**config.mk**
```make
export PLATFORM = sky130hd
export DESIGN_NAME = gpio_mode_port
export DESIGN_NICKNAME = d
export VERILOG_FILES = /design/src/rtl/gpio_mode_port_pkg.sv /design/src/rtl/gpio_sync.sv /design/src/rtl/gpio_seq.sv /design/src/rtl/gpio_regs.sv /design/src/rtl/gpio_pin_ctrl.sv /design/src/rtl/gpio_mode_port.sv
export SDC_FILE = /design/constraint.sdc
export NUM_CORES = 1
export LEC_CHECK = 0
export BUFFER_PORTS_ARGS = -buffer_cell sky130_fd_sc_hd__buf_2
export CAP_MARGIN = 5
export CORE_ASPECT_RATIO = 0.9
export CORE_MARGIN = 3
export CORE_UTILIZATION = 48
export CTS_BUF_LIST = sky130_fd_sc_hd__clkbuf_8
export DETAILED_ROUTE_END_ITERATION = 10
export PLACE_DENSITY = 0.79
export SYNTH_ARGS = -nofsm -noshare
export SYNTH_HDL_FRONTEND = slang
export SYNTH_SLANG_ARGS = --single-unit
```
**constraint.sdc**
```tcl
create_clock -name clk -period 3.1 [get_ports clk]
set_clock_uncertainty 0.15 [all_clocks]
set_input_delay 0.465 -clock clk [delete_from_list [all_inputs] [get_ports clk]]
set_output_delay 0.465 -clock clk [all_outputs]
set_load 0.01 [all_outputs]
```
**src/rtl/gpio_mode_port_pkg.sv**
```systemverilog
package gpio_mode_port_pkg;
    typedef enum logic [1:0] {
        PM_ALT   = 2'b00,
        PM_OUT   = 2'b01,
        PM_IN_PU = 2'b10,
        PM_IN_NP = 2'b11
    } pin_mode_e;

    typedef enum logic [1:0] {
        ST_CLEAR,
        ST_FILL,
        ST_CAPTURE,
        ST_RUN
    } seq_state_e;

    localparam logic ADDR_LATCH = 1'b0;
    localparam logic ADDR_MODE  = 1'b1;
endpackage

```
**src/rtl/gpio_sync.sv**
```systemverilog
module gpio_sync #(
    parameter int N_PINS = 8,
    parameter int STAGES = 2
) (
    input  logic              clk,
    input  logic              por_n,
    input  logic [N_PINS-1:0] d,
    output logic [N_PINS-1:0] q
);
    logic [N_PINS-1:0] chain [STAGES];

    generate
        for (genvar s = 0; s < STAGES; s++) begin : g_stage
            if (s == 0) begin : g_first
                always_ff @(posedge clk or negedge por_n) begin
                    if (!por_n) chain[0] <= '0;
                    else        chain[0] <= d;
                end
            end else begin : g_next
                always_ff @(posedge clk or negedge por_n) begin
                    if (!por_n) chain[s] <= '0;
                    else        chain[s] <= chain[s-1];
                end
            end
        end
    endgenerate

    assign q = chain[STAGES-1];
endmodule

```
**src/rtl/gpio_seq.sv**
```systemverilog
module gpio_seq
    import gpio_mode_port_pkg::*;
#(
    parameter int STAGES = 2
) (
    input  logic clk,
    input  logic por_n,
    input  logic emu_strap,
    output logic init_modes,
    output logic capture,
    output logic ready
);
    localparam int CNT_W = $clog2(STAGES + 1);

    seq_state_e state, state_nx;
    logic [CNT_W-1:0] cnt;

    always_ff @(posedge clk or negedge por_n) begin
        if (!por_n) begin
            state <= ST_CLEAR;
            cnt   <= '0;
        end else begin
            state <= state_nx;
            if (state == ST_FILL) cnt <= cnt + 1'b1;
            else                  cnt <= '0;
        end
    end

    always_comb begin
        state_nx   = state;
        init_modes = 1'b0;
        capture    = 1'b0;
        ready      = 1'b0;
        unique case (state)
            ST_CLEAR: begin
                if (emu_strap) begin
                    init_modes = 1'b1;
                    state_nx   = ST_FILL;
                end else begin
                    state_nx   = ST_RUN;
                end
            end
            ST_FILL: begin
                if (cnt == CNT_W'(STAGES - 1)) state_nx = ST_CAPTURE;
            end
            ST_CAPTURE: begin
                capture  = 1'b1;
                state_nx = ST_RUN;
            end
            ST_RUN: begin
                ready = 1'b1;
            end
            default: state_nx = ST_CLEAR;
        endcase
    end
endmodule

```
**src/rtl/gpio_regs.sv**
```systemverilog
module gpio_regs #(
    parameter int N_PINS = 8
) (
    input  logic                clk,
    input  logic                por_n,
    input  logic                mrst_n,
    input  logic                wr_ok,
    input  logic                bus_wr,
    input  logic                bus_addr,
    input  logic [2*N_PINS-1:0] bus_wdata,
    input  logic                init_modes,
    input  logic                capture,
    input  logic [N_PINS-1:0]   sync_in,
    output logic [N_PINS-1:0]   data_q,
    output logic [2*N_PINS-1:0] mode_q
);
    localparam logic [2*N_PINS-1:0] MODES_PU = {N_PINS{2'b10}};

    logic wr_latch, wr_mode;
    assign wr_latch = wr_ok && bus_wr && (bus_addr == gpio_mode_port_pkg::ADDR_LATCH);
    assign wr_mode  = wr_ok && bus_wr && (bus_addr == gpio_mode_port_pkg::ADDR_MODE);

    always_ff @(posedge clk or negedge por_n) begin
        if (!por_n)          data_q <= '0;
        else if (init_modes) data_q <= '0;
        else if (capture)    data_q <= sync_in;
        else if (wr_latch)   data_q <= bus_wdata[N_PINS-1:0];
    end

    always_ff @(posedge clk or negedge por_n) begin
        if (!por_n)          mode_q <= '0;
        else if (!mrst_n)    mode_q <= '0;
        else if (init_modes) mode_q <= MODES_PU;
        else if (wr_mode)    mode_q <= bus_wdata;
    end
endmodule

```
**src/rtl/gpio_pin_ctrl.sv**
```systemverilog
module gpio_pin_ctrl
    import gpio_mode_port_pkg::*;
#(
    parameter int N_PINS = 8
) (
    input  logic [2*N_PINS-1:0] mode_q,
    input  logic [N_PINS-1:0]   data_q,
    input  logic [N_PINS-1:0]   sync_in,
    input  logic [N_PINS-1:0]   alt_out,
    input  logic [N_PINS-1:0]   alt_oe,
    output logic [N_PINS-1:0]   pin_out,
    output logic [N_PINS-1:0]   pin_oe,
    output logic [N_PINS-1:0]   pin_pu,
    output logic [N_PINS-1:0]   port_rd
);
    generate
        for (genvar i = 0; i < N_PINS; i++) begin : g_pin
            pin_mode_e m;
            assign m = pin_mode_e'(mode_q[2*i +: 2]);
            always_comb begin
                pin_out[i] = 1'b0;
                pin_oe[i]  = 1'b0;
                pin_pu[i]  = 1'b0;
                port_rd[i] = data_q[i];
                unique case (m)
                    PM_ALT: begin
                        pin_out[i] = alt_out[i];
                        pin_oe[i]  = alt_oe[i];
                    end
                    PM_OUT: begin
                        pin_out[i] = data_q[i];
                        pin_oe[i]  = 1'b1;
                    end
                    PM_IN_PU: begin
                        pin_pu[i]  = 1'b1;
                        port_rd[i] = sync_in[i];
                    end
                    PM_IN_NP: begin
                        port_rd[i] = sync_in[i];
                    end
                    default: ;
                endcase
            end
        end
    endgenerate
endmodule

```
**src/rtl/gpio_mode_port.sv**
```systemverilog
module gpio_mode_port
    import gpio_mode_port_pkg::*;
#(
    parameter int N_PINS = 8,
    parameter int STAGES = 2,
    localparam int BUS_W = 2 * N_PINS
) (
    input  logic              clk,
    input  logic              por_n,
    input  logic              mrst_n,
    input  logic              standby,
    input  logic              sleep,
    input  logic              emu_strap,
    input  logic              bus_wr,
    input  logic              bus_addr,
    input  logic [BUS_W-1:0]  bus_wdata,
    output logic [BUS_W-1:0]  bus_rdata,
    input  logic [N_PINS-1:0] pin_in,
    output logic [N_PINS-1:0] pin_out,
    output logic [N_PINS-1:0] pin_oe,
    output logic [N_PINS-1:0] pin_pu,
    input  logic [N_PINS-1:0] alt_out,
    input  logic [N_PINS-1:0] alt_oe,
    output logic [N_PINS-1:0] alt_in,
    output logic              ready
);
    logic [N_PINS-1:0] sync_in;
    logic [N_PINS-1:0] data_q;
    logic [BUS_W-1:0]  mode_q;
    logic [N_PINS-1:0] port_rd;
    logic              init_modes, capture, wr_ok;

    gpio_sync #(.N_PINS(N_PINS), .STAGES(STAGES)) u_sync (
        .clk(clk), .por_n(por_n), .d(pin_in), .q(sync_in)
    );

    gpio_seq #(.STAGES(STAGES)) u_seq (
        .clk(clk), .por_n(por_n), .emu_strap(emu_strap),
        .init_modes(init_modes), .capture(capture), .ready(ready)
    );

    assign wr_ok = ready && !standby && !sleep;

    gpio_regs #(.N_PINS(N_PINS)) u_regs (
        .clk(clk), .por_n(por_n), .mrst_n(mrst_n), .wr_ok(wr_ok),
        .bus_wr(bus_wr), .bus_addr(bus_addr), .bus_wdata(bus_wdata),
        .init_modes(init_modes), .capture(capture), .sync_in(sync_in),
        .data_q(data_q), .mode_q(mode_q)
    );

    gpio_pin_ctrl #(.N_PINS(N_PINS)) u_pins (
        .mode_q(mode_q), .data_q(data_q), .sync_in(sync_in),
        .alt_out(alt_out), .alt_oe(alt_oe),
        .pin_out(pin_out), .pin_oe(pin_oe), .pin_pu(pin_pu), .port_rd(port_rd)
    );

    assign alt_in    = sync_in;
    assign bus_rdata = (bus_addr == ADDR_MODE) ? mode_q : BUS_W'(port_rd);
endmodule

```
Word-level counts from Yosys, hierarchy flattened
Index checks and enable logic that the tools add are counted.

Memory bits (writable): 0. Memories kept: 0. Register bits: 44. Memory bits (read-only): 0. Output and inout port bits: 49. Latch bits: 0.

Multiplexer cells: 47. Add/sub/neg operators: 1. Equality and inequality tests: 30. Reduce and logical (&&, ||, !) cells: 27. Order comparisons: 0. Multipliers: 0. Div/mod/pow operators: 0. Shifts and indexed selects: 0. Bitwise logic cells: 1.

Operators with widths (count): two-way mux 16 bit (4); == test 2 bit, second input constant (18); case mux 1 bit (2 select lines) (16); two-way mux 8 bit (3); == test 2 x 1 -> 1 bit, second input constant (10); two-way mux 1 bit (20); logical NOT 2 bit (9); OR reduction 2 bit (8); two-way mux 2 bit (3); case mux 2 bit (3 select lines) (1); nonzero test 3 bit (2); logical AND 1 bit (5); inequality test 3 x 1 -> 1 bit, second input constant (1); adder 2 x 1 -> 2 bit, second input constant (1); logical NOT 1 bit (2); inequality test 2 bit, second input constant (1); AND reduction 2 bit (1); inverter 1 bit (1).

Logic depth before layout (Yosys ltp)
Gate-level depths: netlist of run 1.

Depth in word-level cells: 9. Depth in mapped cells: 7. Mapped depth without buffers: 5.

Cells and area by module
From an unflattened synthesis of run 1, not the netlist that was laid out.

Cell total of the unflattened synthesis: 192. Area total of the unflattened synthesis: 2267.2 um2.

Modules (own cells, without submodules): gpio_regs (sequential area each 600.6 um2, cells an instance 79, instances 1, area an instance 1044.8 um2); gpio_sync (sequential area each 400.4 um2, cells an instance 24, instances 1, area an instance 460.4 um2); gpio_pin_ctrl (sequential area each 0.0 um2, cells an instance 48, instances 1, area an instance 340.3 um2); gpio_seq (sequential area each 100.1 um2, cells an instance 22, instances 1, area an instance 244.0 um2); gpio_mode_port (sequential area each 0.0 um2, cells an instance 19, instances 1, area an instance 177.7 um2).

Worst setup path after synthesis of run 1
Ideal clock, no wire load.

Path type: in2out. From: input port bus_addr. To: output port bus_rdata[1]. Stages on the path: 5. Data required time: 2485 ps. Path buffers: 3. Data arrival time: 1151 ps. Setup slack: 1334 ps. Path through: buf_2 -> buf_2 -> buf_2 -> nand2_1 -> o21ai_0.

Longest elaborated chain between the ends: 1.

Ends and longest elaborated chain: from (decl) (line gpio_mode_port.sv:15) `input logic bus_addr,`; two-way mux 16 bit (line gpio_mode_port.sv:58) `assign bus_rdata = (bus_addr == ADDR_MODE) ? mode_q : BUS_W'(port_rd);`; to (decl) (line gpio_mode_port.sv:17) `output logic [BUS_W-1:0] bus_rdata,`.

Every way passes these cells.

Worst setup path after layout of run 1
From: input port bus_addr. To: output port bus_rdata[14].

Same word-level chain as after synthesis.

==> metrics.csv, run 1 <==
stage,metric,value,unit
drt,DRC Markers,0,
sta,Fmax,459.3,MHz
sta,period utilization,70.24,%
logic_synthesis,top cell type's share of synthesized area,45.76,%
power_and_ir_drop,sw frac,26.95,%
clock_network,CTS Buffer Depth,2,
drt,number of DRC markers in iteration 0,122,
power_and_ir_drop,combinational share of power,16.5,%
power_and_ir_drop,Max IR drop VDD,0.2591,mV
place,HPWL Detailed,3999,um
logic_synthesis,cell count after synthesis,242,
finish,fin nets,376,
drt,Final ANT Viol Nets,0,
clock_network,Clock Latency Late Sink,0.30,ns
power_and_ir_drop,Pwr per Cell Area,412.2,mW/mm2
place,routability cong.,0.7627,
floorplanning,floorplan core area,0.004633,mm2
clock_network,Post-CTS Setup Inserts,0,
status,status,finished clean,
worst_setup_path,R2R Path End,u_regs.data_q[5]$_DFFE_PN0P_,
logic_synthesis,synth unique cells,25,
min_path,hold depth,1,
clock_network,CTS resizes,0,
worst_setup_path,crit path cell chain,buf_2 -> buf_4 -> and2_1 -> buf_2,
logic_synthesis,"flops & latches, synth",44,
logic_synthesis,largest cells by area after synthesis,"dfrtp_1, mux2i_1, o21ai_0",
floorplanning,die height,73.17,um
sta,Slew @ Worst Pin,0.9630,ns
logic_synthesis,sequential-to-total area share from yosys stat,45.76,%
floorplanning,chip width,80.63,um
global_route,pin count of the biggest net entering global routing,49,
logic_synthesis,yosys warns,0,
power_and_ir_drop,Leak,1.465,nW
drt,Routed WL,5689,um
finish,"most common cell after layout, fill and taps aside",buf_2,
finish,Area Overhead vs Synth,20.64,%
min_path,Hold Crit Class,in -> reg,
worst_setup_path,CP max stage delay,0.55,ns
finish,Filler Cell Count,402,
finish,most frequent cells in the layout,"buf_2, dfrtp_1, nor2_1, o21ai_0, mux2i_1",
worst_setup_path,"most used cell, CP",buf_2,
worst_setup_path,reg2reg path depth,4,
clock_network,"Hold-fix buffers, CTS",0,
finish,diodes inserted,0,
drt,total vias in the final route,2020,
clock_network,CTS tree,done,
worst_setup_path,crit-path max FO,48,
sta,RSZ-0062 raised after global routing,false,
worst_setup_path,kind of critical path,in -> out,
sta,Final setup viols,0,
power_and_ir_drop,Internal,874.2,uW
logic_synthesis,"area leader, netlist",dfrtp_1,
worst_setup_path,worst r2r src,u_seq.state[0]$_DFFE_PN0P_,
min_path,WHS Endpoint,u_sync.chain[12]$_DFF_PN0_,
logic_synthesis,synthesized net count,296,
floorplanning,number of cell rows,23,
global_route,vias in the first global route,1904,
drt,Pre-antenna DRT Iters,4,
worst_setup_path,CP endpoint kind,primary output,
drt,vias per cell,5.247,
power_and_ir_drop,clock share of power,30.4,%
finish,area of the multi-input gates,0.001090,mm2
floorplanning,I/O pins,97,
finish,share of post-route cells with drive strength above 1,34.98,%
sta,aggregate negative setup slack,0,ns
logic_synthesis,syn avg cell area,9.942,um2
finish,"Core Util, Final",62.65,%
worst_setup_path,R2R setup slack,1.00,ns
place,IO Port Bufs,96,
worst_setup_path,type of origin of the critical path,input port,
floorplanning,Die Area,0.005899,mm2
clock_network,H-tree levels,2,
sta,final hold violations,0,
worst_setup_path,"slowest stage cell, crit path",buf_2,
finish,Register Area,0.001101,mm2
power_and_ir_drop,P_sw,322.4,uW
worst_setup_path,worst setup path startpoint,bus_addr,
global_route,GRT overflow,0,
clock_network,CTS Buf Count,5,
clock_network,"Clk pin slew, worst setup/hold paths",0.08,ns
clock_network,clk sinks,44,
global_route,antenna violations before repair,0,
drt,WL/cell,14.78,um
global_route,first-pass GRT wire length,8721,um
min_path,Worst Hold Launch,pin_in[4],
global_route,total global-route track usage,19.42,%
sta,Slew Limit Fails,0,
logic_synthesis,mapped cell area,0.002406,mm2
sta,Tmin final,2.177,ns
clock_network,root buf cell,clkbuf_8,
power_and_ir_drop,power share of the sequential group,53.1,%
sta,relative slew slack,35.80,%
worst_setup_path,WP data arrival,1.56,ns
flow_run,max_cap viols,0,
floorplanning,Initial Util,51.93,%
worst_setup_path,CP Data Required Time,2.48,ns
## synthesized netlist by cell type
library cell and number:
buf_4 9, clkbuf_1 5, a21oi_1 9, nor2b_1 11
and2_1 9, nand4bb_1 1, a31oi_1 8, buf_8 2
a221oi_2 8, o21ai_0 24, o31a_1 8, nand2_1 8
and4bb_4 1, buf_2 7, buf_1 1, ha_1 6
inv_1 13, dfrtp_1 44, mux2i_1 18, buf_6 1
nand2b_1 1, a21boi_1 8, nor2_1 24, and3_1 8
nand3_1 8
## critical path: cells and delay by family
family,cells,cell delay (ns)
simple gates,1,0.12
buf+inv,3,0.95
## through the flow
step                setup WS, ns  power, mW  area [um2]  hold WS (ns)  cells
floorplan                  1.334     0.7625        2406       0.01941    242
global placement          0.9446     0.8406        2813        0.1815    377
detailed placement        0.8952     0.8464        2813        0.1858    377
CTS                       0.9438      1.211        2903        0.1073    385
global route              0.8145      1.251        2903        0.1077    385
finish                    0.9226      1.197        2903        0.1163    385
## worst max path at each step
stage | endpoint | slack (ns) | cells after the start
floorplan | bus_rdata[1] | 1.33 | 5
global placement | u_regs.data_q[1]$_DFFE_PN0P_ | 0.94 | 4
detailed placement | u_regs.data_q[1]$_DFFE_PN0P_ | 0.90 | 4
CTS | bus_rdata[15] | 0.94 | 4
global route | bus_rdata[15] | 0.81 | 4
finish | bus_rdata[14] | 0.92 | 4
## cell families after synthesis
group,Yosys count,synth area share [%]
fa+ha+maj,6,3.120
simple gates,71,15.34
compound gates,65,19.35
buf+inv,38,8.944
flops,44,45.76
mux,18,7.488
## area by class of cell
| cell class | count | area share, % |
|---|---|---|
| Sequential cell | 44 | 37.93 |
| Multi-Input combinational cell | 160 | 37.54 |
| Tap cell | 62 | 2.672 |
| Clock buffer | 6 | 2.845 |
| Clock inverter | 2 | 0.2586 |
| Inverter | 13 | 1.681 |
| Timing Repair Buffer | 98 | 17.07 |
## power by group through the flow
stage	Clock (mW)	Sequential, mW	Combinational, mW
after global placement	0	0.646	0.195
after global routing	0.390	0.640	0.220
final	0.364	0.635	0.198
after floorplan	0	0.638	0.125
after CTS	0.375	0.635	0.200
after detailed placement	0	0.647	0.200
## per-layer routing
| metal | vias up | part of all wire, % | GRT usage (%) |
|---|---|---|---|
| met5 | - | 0 | 0 |
| met4 | 0 | 1.3 | 7.317 |
| met3 | 8 | 7.9 | 4.444 |
| met2 | 71 | 44 | 30.42 |
| met1 | 952 | 46 | 26.37 |
| li1 | 989 | - | - |
## state kept, by name, summed over array words and instances (netlist names)
signal and count:
u_sync.chain 8, u_seq.state 2, u_sync.q 8, u_regs.mode_q 16
u_regs.data_q 8, u_seq.cnt 2
No activity file was read; power rests on OpenSTA's default activity.
==> run 2: changes to the inputs <==
--- a/config.mk
+++ b/config.mk
@@ -5,14 +5,15 @@
 export SDC_FILE = /design/constraint.sdc
 export NUM_CORES = 1
 export LEC_CHECK = 0
+export ABC_AREA = 1
 export BUFFER_PORTS_ARGS = -buffer_cell sky130_fd_sc_hd__buf_2
 export CAP_MARGIN = 5
 export CORE_ASPECT_RATIO = 0.9
 export CORE_MARGIN = 3
-export CORE_UTILIZATION = 48
+export CORE_UTILIZATION = 45
 export CTS_BUF_LIST = sky130_fd_sc_hd__clkbuf_8
 export DETAILED_ROUTE_END_ITERATION = 10
-export PLACE_DENSITY = 0.79
+export PLACE_DENSITY = 0.78
 export SYNTH_ARGS = -nofsm -noshare
 export SYNTH_HDL_FRONTEND = slang
 export SYNTH_SLANG_ARGS = --single-unit
==> constraint.sdc (replaced) <==
create_clock -name clk -period 2 [get_ports clk]
set_clock_uncertainty 0.15 [all_clocks]
set_input_delay 0.3 -clock clk [delete_from_list [all_inputs] [get_ports clk]]
set_output_delay 0.3 -clock clk [all_outputs]
set_load 0.01 [all_outputs]
==> run 2 against run 1 <==
Against the previous run: sequential share of layout area decreased by 2.3 points; die area up 6.5%; sequential power is 64% higher; critical path depth did not move; synthesized area rose by 0.42%; highest routed layer unchanged.
==> metrics.csv, run 2 <==
stage,metric,value,unit
logic_synthesis,synthesized net count,375,
worst_setup_path,CP endpoint kind,primary output,
power_and_ir_drop,Pwr per Cell Area,670.2,mW/mm2
worst_setup_path,Top delay family on crit path,flip-flops,
finish,most frequent cells in the layout,"buf_2, nand2_1, nor2_1, dfrtp_1, inv_1",
logic_synthesis,syn avg cell area,7.527,um2
floorplanning,floorplan core area,0.005015,mm2
clock_network,H-tree levels,2,
floorplanning,Initial Util,48.18,%
finish,"most common cell after layout, fill and taps aside",buf_2,
sta,period utilization,88.88,%
power_and_ir_drop,Max IR drop VDD,0.3848,mV
place,HPWL Detailed,4695,um
logic_synthesis,synth unique cells,23,
clock_network,Clock Latency Late Sink,0.30,ns
logic_synthesis,"top cells by count, synth","nand2_1, nor2_1, dfrtp_1, inv_1, a21oi_1",
global_route,antenna violations before repair,0,
floorplanning,Die Area,0.006285,mm2
global_route,GRT overflow,0,
sta,relative slew slack,62.56,%
clock_network,CTS Buffer Depth,2,
logic_synthesis,"count leader, synth",nand2_1,
sta,PnR worst setup slack,0.2223,ns
clock_network,CTS tree,done,
sta,Tmin final,1.778,ns
finish,share of post-route cells with drive strength above 1,27.79,%
global_route,pin count of the biggest net entering global routing,25,
worst_setup_path,kind of critical path,reg -> out,
logic_synthesis,sequential-to-total area share from yosys stat,45.57,%
logic_synthesis,cell count after synthesis,321,
finish,fin nets,474,
sta,aggregate negative setup slack,0,ns
floorplanning,number of cell rows,24,
worst_setup_path,"slowest stage cell, crit path",dfrtp_1,
sta,Slew @ Worst Pin,0.5616,ns
place,routability cong.,0.8581,
drt,total vias in the final route,2413,
logic_synthesis,mapped cell area,0.002416,mm2
global_route,total global-route track usage,20.59,%
clock_network,"Clk pin slew, worst setup/hold paths",0.09,ns
finish,diodes inserted,0,
sta,Slew Limit Fails,0,
clock_network,CTS Buf Count,5,
worst_setup_path,crit path cell chain,inv_1 -> nand2_1 -> a22oi_1 -> buf_2,
logic_synthesis,ys async rst share,100.0,%
logic_synthesis,"flops & latches, synth",44,
drt,WL/cell,13.20,um
logic_synthesis,number of flops mapped to enable cells by yosys,0,
sta,Final setup viols,0,
drt,DRC Markers,0,
power_and_ir_drop,Pwr Total,2.071,mW
place,IO Port Bufs,96,
logic_synthesis,largest cells by area after synthesis,"dfrtp_1, nand2_1, nor2_1",
sta,RSZ-0062 raised after global routing,false,
worst_setup_path,CP max stage delay,0.44,ns
global_route,first-pass GRT wire length,10170,um
clock_network,CTS resizes,0,
clock_network,clk sinks,44,
min_path,Hold Crit Class,in -> reg,
logic_synthesis,ys flop type,dfrtp_1,
drt,Pre-antenna DRT Iters,5,
status,status,finished clean,
worst_setup_path,CP Data Required Time,1.55,ns
logic_synthesis,"area leader, netlist",dfrtp_1,
sta,Fmax,562.5,MHz
logic_synthesis,yosys warns,0,
drt,vias per cell,4.965,
logic_synthesis,top cell type's share of synthesized area,45.57,%
place,Setup WS pre-CTS,0.3059,ns
sta,final hold violations,0,
worst_setup_path,WP data arrival,1.33,ns
flow_run,max_cap viols,0,
drt,Routed WL,6414,um
sta,Final Hold Slack,0.1646,ns
finish,max reg flops,16,
power_and_ir_drop,Leak,1.826,nW
worst_setup_path,crit-path max FO,4,
floorplanning,chip width,83.24,um
finish,Area Overhead vs Synth,27.91,%
global_route,vias in the first global route,2136,
finish,most flop-heavy register,u_regs.mode_q,
clock_network,root buf cell,clkbuf_8,
drt,Final ANT Viol Nets,0,
worst_setup_path,type of origin of the critical path,flip-flop,
floorplanning,I/O pins,97,
floorplanning,die height,75.52,um
drt,number of DRC markers in iteration 0,190,
worst_setup_path,"Buf+Inv Stages, Crit Path",2,
## run 2: cell type report
| type | count | area, um2 |
|---|---|---|
| Fill cell | 454 | 1924 |
| Sequential cell | 44 | 1101 |
| Multi-Input combinational cell | 219 | 1045 |
| Timing Repair Buffer | 109 | 613.1 |
| Inverter | 41 | 156.4 |
| Clock buffer | 6 | 82.58 |
| Tap cell | 65 | 81.33 |
| Clock inverter | 2 | 11.26 |
## run 2: path summary, 6_finish.rpt
check	startpoint	slack [ns]	end	depth (start not counted)
setup reg to reg	u_seq.state[0]$_DFFE_PN0P_	0.30	u_regs.mode_q[1]$_DFFE_PN0P_	8
max in group asynchronous	por_n	0.80	u_seq.state[1]$_DFFE_PN0P_	3
hold / removal	bus_wdata[11]	0.16	u_regs.mode_q[11]$_DFFE_PN0P_	5
min in group asynchronous	por_n	0.37	u_regs.mode_q[11]$_DFFE_PN0P_	2
setup / recovery	u_regs.mode_q[7]$_DFFE_PN0P_	0.22	bus_rdata[3]	4
hold reg to reg	u_sync.chain[15]$_DFF_PN0_	0.19	u_sync.q[7]$_DFF_PN0_	0
## run 2: metrics by stage
stage                     utilization [%]  cell area (um2)  std cells
final                               61.63             3090        486
after global placement              57.96             2907        469
after CTS                           61.63             3090        486
after global routing                61.63             3090        486
after detailed placement            57.96             2907        469
after floorplan                         -             2416        321
## run 2: metal layers
metal  vias up  track usage [%]  part of all wire [%]
met2       121            32.92                    46
li1       1197                -                     -
met1      1079            27.42                    43
met4         0            8.530                   2.1
met5         -                0                     0
met3        16            4.973                   9.1
## run 2: cell families after synthesis
| family | share of synthesized area [%] |
|---|---|
| adder cells (fa/ha/maj) | 3.107 |
| flip-flops | 45.57 |
| AO/OA/AOI/OAI | 10.93 |
| AND/OR/NAND/NOR | 29.21 |
| buffers and inverters | 11.19 |
## run 2: power by group
part           total [mW]  switching [mW]  leakage (nW)  internal, mW
Sequential           1.04          0.0787         0.541         0.962
Combinational       0.453           0.255          1.24         0.198
Clock               0.578           0.302        0.0486         0.276
Total                2.07           0.636          1.83          1.44
## run 2: repair_timing
| item | 4_1_cts | 5_1_grt |
|---|---|---|
| hold buffers | 9 | 0 |
| endpoints found under the hold margin | 29 | 0 |
| buffers inserted | 0 | 0 |
## run 2: worst register-to-register path, cell delays in order, from the launching register on
cell,delay (ns)
dfrtp_1,0.42
inv_1,0.09
ha_1,0.24
nand2_4,0.08
inv_4,0.05
nor2_8,0.24
nand2_4,0.19
nand2_1,0.10
nand2_1,0.05
==> run 3: changes to the inputs <==
--- a/config.mk
+++ b/config.mk
@@ -10,10 +10,11 @@
 export CAP_MARGIN = 5
 export CORE_ASPECT_RATIO = 0.9
 export CORE_MARGIN = 3
-export CORE_UTILIZATION = 45
+export CORE_UTILIZATION = 46
 export CTS_BUF_LIST = sky130_fd_sc_hd__clkbuf_8
 export DETAILED_ROUTE_END_ITERATION = 10
-export PLACE_DENSITY = 0.78
+export PLACE_DENSITY = 0.79
 export SYNTH_ARGS = -nofsm -noshare
 export SYNTH_HDL_FRONTEND = slang
+export SYNTH_HIERARCHICAL = 1
 export SYNTH_SLANG_ARGS = --single-unit
==> run 3 against run 2 <==
Against the previous run: critical path depth up 5; sequential cell count unchanged; count of clock-buffer cells in the layout up 1; sequential power about the same; cell count up 6.0%; register-to-register slack worse by 0.14 ns; combinational power down 8.8%; highest routed layer unchanged.
==> metrics.csv, run 3 <==
stage,metric,value,unit
global_route,total global-route track usage,21.11,%
finish,most frequent cells in the layout,"nand2_1, buf_2, nor2_1, dfrtp_1, inv_1",
clock_network,CTS Buffer Depth,2,
logic_synthesis,synth unique cells,18,
flow_run,max_cap viols,0,
logic_synthesis,largest cells by area after synthesis,"dfrtp_1, nand2_1, nor2_1",
finish,Area Overhead vs Synth,26.75,%
floorplanning,chip width,83.96,um
clock_network,CTS tree,done,
place,Setup WS pre-CTS,-0.01508,ns
sta,PnR worst setup slack,0.1557,ns
clock_network,H-tree levels,2,
sta,Tmin final,1.844,ns
logic_synthesis,syn avg cell area,7.251,um2
place,HPWL Detailed,4767,um
sta,aggregate negative setup slack,0,ns
floorplanning,I/O pins,97,
drt,vias per cell,4.788,
place,routability cong.,0.7956,
power_and_ir_drop,Leak,1.938,nW
finish,share of post-route cells with drive strength above 1,30.67,%
logic_synthesis,"count leader, synth",nand2_1,
place,IO Port Bufs,96,
floorplanning,number of cell rows,24,
finish,"Core Util, Final",62.85,%
power_and_ir_drop,Internal,1.437,mW
worst_setup_path,kind of critical path,reg -> reg,
worst_setup_path,"most used cell, CP",nand2_1,
logic_synthesis,yosys warns,6,
finish,max reg flops,16,
worst_setup_path,CP Data Required Time,2.09,ns
finish,design area,0.003189,mm2
drt,total vias in the final route,2466,
sta,Final Hold Slack,0.07554,ns
clock_network,CTS Buf Count,5,
sta,Slew @ Worst Pin,0.5512,ns
logic_synthesis,number of flops mapped to enable cells by yosys,0,
worst_setup_path,crit-path max FO,16,
power_and_ir_drop,sw frac,29.36,%
sta,final hold violations,0,
sta,relative slew slack,63.25,%
logic_synthesis,ys flop type,dfrtp_1,
clock_network,root buf cell,clkbuf_8,
worst_setup_path,CP max stage delay,0.43,ns
logic_synthesis,"area leader, netlist",dfrtp_1,
drt,WL/cell,12.53,um
logic_synthesis,ys async rst share,100.0,%
finish,"Cell Count, Final, Fillers Out",515,
drt,Pre-antenna DRT Iters,4,
finish,fin nets,504,
drt,DRC Markers,0,
logic_synthesis,mapped cell area,0.002516,mm2
finish,Register Area,0.001101,mm2
floorplanning,floorplan core area,0.005075,mm2
drt,number of DRC markers in iteration 0,203,
worst_setup_path,type of origin of the critical path,flip-flop,
place,Placement Cell Area,0.002995,mm2
power_and_ir_drop,P_sw,597.3,uW
worst_setup_path,"slowest stage cell, crit path",dfrtp_1,
finish,diodes inserted,0,
floorplanning,Initial Util,49.58,%
sta,Slew Limit Fails,0,
logic_synthesis,"flops & latches, synth",44,
clock_network,"Clk pin slew, worst setup/hold paths",0.08,ns
clock_network,Post-CTS Setup Inserts,0,
worst_setup_path,CP endpoint kind,flip-flop,
global_route,pin count of the biggest net entering global routing,45,
global_route,first-pass GRT wire length,11040,um
drt,Met2 Wirelength,2994,um
floorplanning,die height,76.17,um
floorplanning,Die Area,0.006395,mm2
drt,Final ANT Viol Nets,0,
drt,Routed WL,6452,um
global_route,antenna violations before repair,0,
finish,Filler Cell Count,462,
logic_synthesis,top cell type's share of synthesized area,43.76,%
clock_network,clk sinks,44,
power_and_ir_drop,clock share of power,29.1,%
sta,Final setup viols,0,
global_route,vias in the first global route,2353,
min_path,Hold Crit Class,in -> reg,
logic_synthesis,synthesized net count,401,
sta,RSZ-0062 raised after global routing,false,
power_and_ir_drop,combinational share of power,20.3,%
place,placed cell count,499,
logic_synthesis,cell count after synthesis,347,
logic_synthesis,sequential-to-total area share from yosys stat,43.76,%
logic_synthesis,"top cells by count, synth","nand2_1, nor2_1, dfrtp_1, inv_1, nand3_1",
worst_setup_path,WP data arrival,1.93,ns
clock_network,Clock Latency Late Sink,0.29,ns
status,status,finished clean,
sta,Fmax,542.2,MHz
finish,"most common cell after layout, fill and taps aside",nand2_1,
worst_setup_path,crit path cell chain,inv_1 -> ha_1 -> nand2_1 -> inv_1 -> nor2_8 -> nand2_4 -> inv_6 -> nand2_1 -> nand2_1,
power_and_ir_drop,Pwr Total,2.035,mW
global_route,GRT overflow,0,
sta,period utilization,92.21,%
drt,highest metal used,met4,
drt,met1 wire length,2809,um
drt,routed wl met3,627,um
power_and_ir_drop,Pwr per Cell Area,638.0,mW/mm2
power_and_ir_drop,power share of the sequential group,50.6,%
finish,most flop-heavy register,u_regs/mode_q,
power_and_ir_drop,Max IR drop VDD,0.4724,mV
finish,area of the multi-input gates,0.001147,mm2
-- run 3: cell count changes after synthesis, moves of 5 or more --
cell,delta
nand2_1,+56
a21oi_1,-27
o21ai_0,-17
inv_1,-12
nor2_1,+12
inv_2,+9
nand3b_1,+8
nand3_2,+7
nand2_2,+5
-- run 3: power by group through the flow --
stage	combinational (mW)	sequential [mW]	clock, mW
after global placement	0.391	1.05	0
after detailed placement	0.399	1.05	0
after CTS	0.415	1.03	0.613
after global routing	0.470	1.04	0.659
final	0.413	1.03	0.592
after floorplan	0.246	1.02	0
-- run 3: area by class of cell --
class | count | share of cell area [%]
repair buffers | 111 | 19.30
inverters | 38 | 4.629
multi-input cells | 250 | 35.97
well taps | 65 | 2.550
flip-flops and latches | 44 | 34.52
clock buffers | 7 | 3.021
-- run 3: what timing repair did --
| item | in CTS | in global routing |
|---|---|---|
| endpoints found under the setup margin | 16 | 3 |
| hold buffers | 9 | 0 |
| pin swaps | 0 | 0 |
| hold endpoints to repair | 52 | 0 |
| gates resized for setup | 1 | 1 |
-- run 3: critical path, delay by kind of cell (launching register included) --
kind | cells | cell delay, ns
and+or+nand+nor | 5 | 0.59
DFF | 1 | 0.43
buffers and inverters | 3 | 0.40
adders and majority gates | 1 | 0.20
-- run 3: cell families (layout without fill, tap and decap cells) --
kind of cell  after synthesis  after routing  synth area share [%]
fa+ha+maj                   6              6                 2.984
buf+inv                    53            156                 10.84
flops                      44             44                 43.76
simple gates              244            244                 42.42
-- run 3: per-layer routing --
layer,vias up,GRT usage (%)
li1,1242,-
met3,2,5.189
met2,106,34.34
met1,1116,28.45
met5,-,0
met4,0,4.984
-- run 3: worst paths after layout --
| path | end | slack (ns) | cells past startpoint | startpoint |
|---|---|---|---|---|
| setup / recovery | u_regs/mode_q[6]$_DFFE_PN0P_ | 0.16 | 9 | u_seq/state[0]$_DFFE_PN0P_ |
| hold reg to reg | u_sync/q[1]$_DFF_PN0_ | 0.20 | 0 | u_sync/chain[9]$_DFF_PN0_ |
| max in group asynchronous | u_sync/q[3]$_DFF_PN0_ | 0.87 | 3 | por_n |
| hold / removal | u_regs/mode_q[10]$_DFFE_PN0P_ | 0.08 | 3 | bus_wdata[10] |
| setup reg to reg | u_regs/mode_q[6]$_DFFE_PN0P_ | 0.16 | 9 | u_seq/state[0]$_DFFE_PN0P_ |
| min in group asynchronous | u_sync/chain[10]$_DFF_PN0_ | 0.46 | 3 | por_n |
